[src/rtl/ddr_deser_pkg.sv]
package ddr_deser_pkg;

    localparam int unsigned DEF_WORD_W = 12;

    // Which edge supplies the earliest bit of a word.
    typedef enum logic {
        PAIR_RISE_LEAD = 1'b0,
        PAIR_FALL_LEAD = 1'b1
    } pair_e;

    // Framing state presented to the output stage.
    typedef struct packed {
        logic  boundary;
        pair_e pairing;
    } frame_s;

    function automatic pair_e other_pair(input pair_e p);
        return (p == PAIR_RISE_LEAD) ? PAIR_FALL_LEAD : PAIR_RISE_LEAD;
    endfunction

endpackage

[src/rtl/ddr_deser_edge_chain.sv]
// Plain shift chain on one clock edge: no reset, no logic between stages.
module ddr_deser_edge_chain #(
    parameter int unsigned DEPTH   = 6,
    parameter bit          FALLING = 1'b0
) (
    input  logic             clk,
    input  logic             din,
    output logic [DEPTH-1:0] taps
);

    generate
        if (FALLING) begin : g_fall
            always_ff @(negedge clk) begin
                taps <= {taps[DEPTH-2:0], din};
            end
        end else begin : g_rise
            always_ff @(posedge clk) begin
                taps <= {taps[DEPTH-2:0], din};
            end
        end
    endgenerate

endmodule

[src/rtl/ddr_deser_merge.sv]
// Interleaves the retimed edge streams into one word for either pairing.
module ddr_deser_merge
    import ddr_deser_pkg::*;
#(
    parameter int unsigned HALF_W = 6
) (
    input  pair_e                 pairing,
    input  logic [HALF_W-1:0]     rise_d,
    input  logic [HALF_W:0]       fall_d,
    output logic [2*HALF_W-1:0]   word
);

    logic [2*HALF_W-1:0] w_rise_lead;
    logic [2*HALF_W-1:0] w_fall_lead;

    generate
        for (genvar i = 0; i < HALF_W; i++) begin : g_bit
            // rise sample precedes the fall sample of the same period
            assign w_rise_lead[2*i+1] = rise_d[i];
            assign w_rise_lead[2*i]   = fall_d[i];
            // fall sample of the previous period precedes the rise sample
            assign w_fall_lead[2*i+1] = fall_d[i+1];
            assign w_fall_lead[2*i]   = rise_d[i];
        end
    endgenerate

    assign word = (pairing == PAIR_FALL_LEAD) ? w_fall_lead : w_rise_lead;

endmodule

[src/rtl/ddr_deser_framer.sv]
// Word boundary counter and edge pairing state, rising-edge domain.
module ddr_deser_framer
    import ddr_deser_pkg::*;
#(
    parameter int unsigned HALF_W = 6
) (
    input  logic   clk,
    input  logic   rst,
    input  logic   slip,
    output frame_s frame
);

    localparam int unsigned CNT_W = (HALF_W > 1) ? $clog2(HALF_W) : 1;
    localparam logic [CNT_W-1:0] LAST = CNT_W'(HALF_W - 1);

    logic [CNT_W-1:0] cnt;
    pair_e            pairing;
    logic             hold;

    // Leaving rising-first pairing costs one extra bit: stall one cycle.
    assign hold = slip && (pairing == PAIR_RISE_LEAD);

    always_ff @(posedge clk) begin
        if (rst) begin
            cnt     <= '0;
            pairing <= PAIR_RISE_LEAD;
        end else begin
            if (slip) begin
                pairing <= other_pair(pairing);
            end
            if (!hold) begin
                cnt <= (cnt == LAST) ? '0 : cnt + 1'b1;
            end
        end
    end

    assign frame.boundary = (cnt == LAST);
    assign frame.pairing  = pairing;

endmodule

[src/rtl/ddr_deser.sv]
module ddr_deser
    import ddr_deser_pkg::*;
#(
    parameter int unsigned WORD_W = DEF_WORD_W
) (
    input  logic              clk,
    input  logic              rst,
    input  logic              ser_in,
    input  logic              bit_slip,
    output logic [WORD_W-1:0] word_out,
    output logic              word_valid
);

    localparam int unsigned HALF_W = WORD_W / 2;

    logic [HALF_W-1:0] rise_taps;
    logic [HALF_W:0]   fall_taps;
    logic [HALF_W-1:0] rise_q;
    logic [HALF_W:0]   fall_q;
    logic [WORD_W-1:0] merged;
    frame_s            frame;

    ddr_deser_edge_chain #(.DEPTH(HALF_W), .FALLING(1'b0)) u_rise_chain (
        .clk  (clk),
        .din  (ser_in),
        .taps (rise_taps)
    );

    // One extra stage so the falling-first pairing reaches a full word.
    ddr_deser_edge_chain #(.DEPTH(HALF_W + 1), .FALLING(1'b1)) u_fall_chain (
        .clk  (clk),
        .din  (ser_in),
        .taps (fall_taps)
    );

    // Move both streams onto the rising edge, aligned by clock period.
    always_ff @(posedge clk) begin
        rise_q <= rise_taps;
        fall_q <= fall_taps;
    end

    ddr_deser_framer #(.HALF_W(HALF_W)) u_framer (
        .clk   (clk),
        .rst   (rst),
        .slip  (bit_slip),
        .frame (frame)
    );

    ddr_deser_merge #(.HALF_W(HALF_W)) u_merge (
        .pairing (frame.pairing),
        .rise_d  (rise_q),
        .fall_d  (fall_q),
        .word    (merged)
    );

    always_ff @(posedge clk) begin
        if (rst) begin
            word_out   <= '0;
            word_valid <= 1'b0;
        end else begin
            word_valid <= frame.boundary;
            if (frame.boundary) begin
                word_out <= merged;
            end
        end
    end

endmodule

[config.mk]
export PLATFORM = sky130hd
export DESIGN_NAME = ddr_deser
export DESIGN_NICKNAME = d
export VERILOG_FILES = /design/src/rtl/ddr_deser_pkg.sv /design/src/rtl/ddr_deser_edge_chain.sv /design/src/rtl/ddr_deser_merge.sv /design/src/rtl/ddr_deser_framer.sv /design/src/rtl/ddr_deser.sv
export SDC_FILE = /design/constraint.sdc
export NUM_CORES = 1
export LEC_CHECK = 0
export CORE_MARGIN = 3
export CORE_UTILIZATION = 56
export CTS_BUF_LIST = sky130_fd_sc_hd__clkbuf_4
export CTS_CLUSTER_DIAMETER = 100
export CTS_CLUSTER_SIZE = 12
export DETAILED_ROUTE_END_ITERATION = 8
export GPL_ROUTABILITY_DRIVEN = 0
export PLACE_DENSITY = 0.8
export SETUP_SLACK_MARGIN = 0.05
export SYNTH_ARGS = -nofsm -noshare
export SYNTH_HDL_FRONTEND = slang
export SYNTH_HIERARCHICAL = 1
export SYNTH_SLANG_ARGS = --single-unit
export TNS_END_PERCENT = 100
[constraint.sdc]
create_clock -name clk -period 1.8 [get_ports clk]
set_clock_uncertainty 0.2 [all_clocks]
set_input_delay 0.18 -clock clk [delete_from_list [all_inputs] [get_ports clk]]
set_output_delay 0.18 -clock clk [all_outputs]
set_load 0.01 [all_outputs]
# == After elaboration in Yosys (flattened, before gate mapping) ==
# Index checks and enable logic that the tools add are counted.
# classes
n_mux,3
bitwise_logic,1
n_addsub,1
reduce_logical,1
eq_ne,1
# ops
operator,n
$mux W12,1
$add A3 B1 Y3 const B,1
$eq A3 B3 Y1 const B,1
$mux W3,1
$logic_and A1 B1 Y1,1
$mux W1,1
$not A1 Y1,1
# totals
output_inout_bits,13
reg_bits,43
in_bits,4

# == Longest topological paths before layout ==
# depth
ltp_word,2
mapped_depth,6
mapped_depth_nobuf,4

# == Modules after synthesis ==
# Netlist, hierarchy kept.
# modules_own_cells
module,instances,seq_area_each_um2,cells_each,area_per_inst_um2
ddr_deser,1,520.5,54,728.2
ddr_deser_framer,1,80.1,20,185.2
ddr_deser_merge,1,0.0,13,183.9
ddr_deser_edge_chain at u_fall_chain,1,140.1,8,143.9
ddr_deser_edge_chain at u_rise_chain,1,120.1,6,120.1

==> results.toml <==
[outcome]
status = "finished, final reports clean"

[timing]
slew_viol_final = 0
slew_headroom_pct = 85.4
fmax_mhz = 609
rsz0062_at_grt = "no"
finalHoldViolations = 0
min_period_ps = 1640
setup_ws_ps = 158
finalCritPeriodShare_pct = 91.2
setup_tns_ps = 0
tightestPinTransition_ps = 219
setup_viol = 0

[clock_tree]
cts.repair.resized = 0
cts_tree = "built"
cts_inserted_buffers = 5
clk_pin_slew_ps = 120
clkLatencyLatePin_ps = 400
post_cts_buffers = 0
cts_sinks = 43
cts_buffer_depth = 2
htree_levels = 2
cts_root_buffer = "clkbuf_4"
hold_buffers = 0

[setup_path]
crit_start = "word_out[2]"
crit_fanout = 2
slowest_stage = "clkdlybuf4s50_1"
worstSetupEndpoint = "word_out[2]"
critical_path_class = "reg2out"
worstPathArrival_ps = 1260
regToRegSetupSlack_ps = 250
crit_family = "buffers and inverters"
cp-end-kind = "primary output"
path_cells = "clkdlybuf4s50_1"
crit_cells = 1
crit_required_ps = 1420
start_kind = "flip-flop"
path_buf_inv = 1
max_stage_delay_ps = 550
rr_worst_depth = 0
r2r-start = "u_fall_chain/taps[0]"
worstReg2RegEnd = "fall_q[0]"

[placed_design]
io_buffers = 16
dp_slack_ps = -38.8
place_hpwl_mm = 1.49

[die]
die-area_um2 = 3060
core_area_um2 = 2250
initial_core_util_pct = 60.4
io-pin-count = 17
num_rows = 17
die_w_um = 55.3
dieHeight_um = 55.3

[power_and_ir_drop]
swShare_pct = 22.1
internal_power_mw = 1.39
cellLeakagePower_nw = 0.677
clkPwrFrac_pct = 37.0
peakVddDrop_mv = 0.855
power_frac_comb_pct = 5.9
pwr_density_cell_nw_per_um2 = 1080
net-switching-power_uw = 393
power_frac_seq_pct = 57.1

[route]
postRouteAntennaNets = 0
vias = 783
viasPerCell = 4.92
routed_wl_mm = 2.10
drtIter0Drc = 7
wl_per_cell_um = 13.2
drc = 0
dr.pass1.iters = 4

[synthesis]
ys_types = 22
synth_area_um2 = 1360
synth_area_per_cell_um2 = 13.5
synth_top_area_cell = "dfxtp_1"
synth-seq-area-share_pct = 63.2
yosysWarnings = 6
synth.area.top_cells = "dfxtp_1 (63%), mux2_4 (11%), mux2i_1 (8.8%)"
synth_top_area_share_pct = 63.2
syn_nets = 105
syn_inst = 101
ys_seq_elements = 43

[final_layout]
drive_above_1_share_pct = 21.4
antenna_cells = 0
nets = 134
fin_util_pct = 72.9
areaGrowthSynthToFinish_pct = 20.8

[min_path]
hold_class = "in2reg"

[global_route]
first_global_vias = 756
grt_overflow = 0
grt_max_degree = 14
grt_usage_pct = 15.7
grt_pass1_wl_mm = 3.51
grt_antenna_before_repair = 0

[job]
cap_viol_max_count = 0
-- flip-flops by register name, indices dropped and copies added, names as in the netlist --
| name | flops |
|---|---|
| rise_q | 6 |
| word_valid | 1 |
| u_rise_chain/taps | 6 |
| u_framer/cnt | 3 |
| word_out | 12 |
| u_fall_chain/taps | 7 |
| fall_q | 7 |
| u_framer/pairing | 1 |
-- stage by stage --
step	power [mW]	instances	hold WS (ps)	cell area [um^2]
2_1_floorplan	1.14	101	7.72	1360
3_3_place_gp	1.16	145	117	1540
3_5_place_dp	1.17	145	119	1540
4_1_cts	1.81	159	77.9	1640
5_1_grt	1.87	159	70.6	1640
6_report	1.78	159	103	1640
-- kinds of logic (layout without fill, tap and decap cells) --
kind of cell              Yosys count  count (layout)  synth area share, %
buffers and inverters               7              37                 4.60
and+or+nand+nor                    22              22                 8.00
DFF                                43              43                 63.2
muxes                              24              24                 21.5
AOI/OAI and AO/OA                   4               4                 2.02
xor gates and xnor gates            1               1                0.643
-- power groups by stage --
stage	Combinational, mW	Clock [mW]	Sequential (mW)
after CTS	0.106	0.685	1.02
after floorplan	0.0799	0.0275	1.03
after detailed placement	0.105	0.0275	1.04
after global placement	0.101	0.0275	1.03
final	0.105	0.659	1.02
after global routing	0.113	0.738	1.02
-- worst min-delay path by stage --
stage,startpoint,endpoint,slack [ps],cells past startpoint
6_report,ser_in,u_rise_chain/taps[0],100,1
2_1_floorplan,ser_in,u_rise_chain/taps[0],8,0
3_3_place_gp,u_rise_chain/taps[5],rise_q[5],120,0
5_1_grt,ser_in,u_rise_chain/taps[0],70,1
4_1_cts,ser_in,u_rise_chain/taps[0],80,1
3_5_place_dp,u_rise_chain/taps[5],rise_q[5],120,0
-- placed cells by master, fill, tap and decap left out, drive strengths merged, types with 2 or more instances in the layout --
cell type      count
a21oi              2
nor2              13
mux2              12
nand2b             2
clkbuf             6
clkdlybuf4s50     16
mux2i             12
inv                8
dfxtp             43
nor3               2
buf                5
-- synthesized netlist by cell type (all sizes together) --
cell,n
or2b,1
nor2b,1
nand2,1
nor3,2
buf,5
a211o,1
nand3,1
inv,2
xnor2,1
nor2,13
a31o,1
dfxtp,43
and3,1
mux2,12
mux2i,12
nand2b,2
a21oi,2
-- final cells by class --
type / instances / area [um^2]
Inverter: 1 / 3.75
Timing Repair Buffer: 21 / 198
Fill cell: 163 / 611
Multi-Input combinational cell: 51 / 438
Clock buffer: 6 / 45.0
Sequential cell: 43 / 861
Clock inverter: 9 / 63.8
Tap cell: 28 / 35.0
-- metal layers --
layer / vias up / global-route usage, % / wire, um
li1: 394 / - / -
met1: 367 / 15.7 / 874
met2: 16 / 26.7 / 1050
met3: 6 / 7.01 / 108
met4: 0 / 9.38 / 65
met5: - / 0 / 0
(Power assumes the default switching activity.)
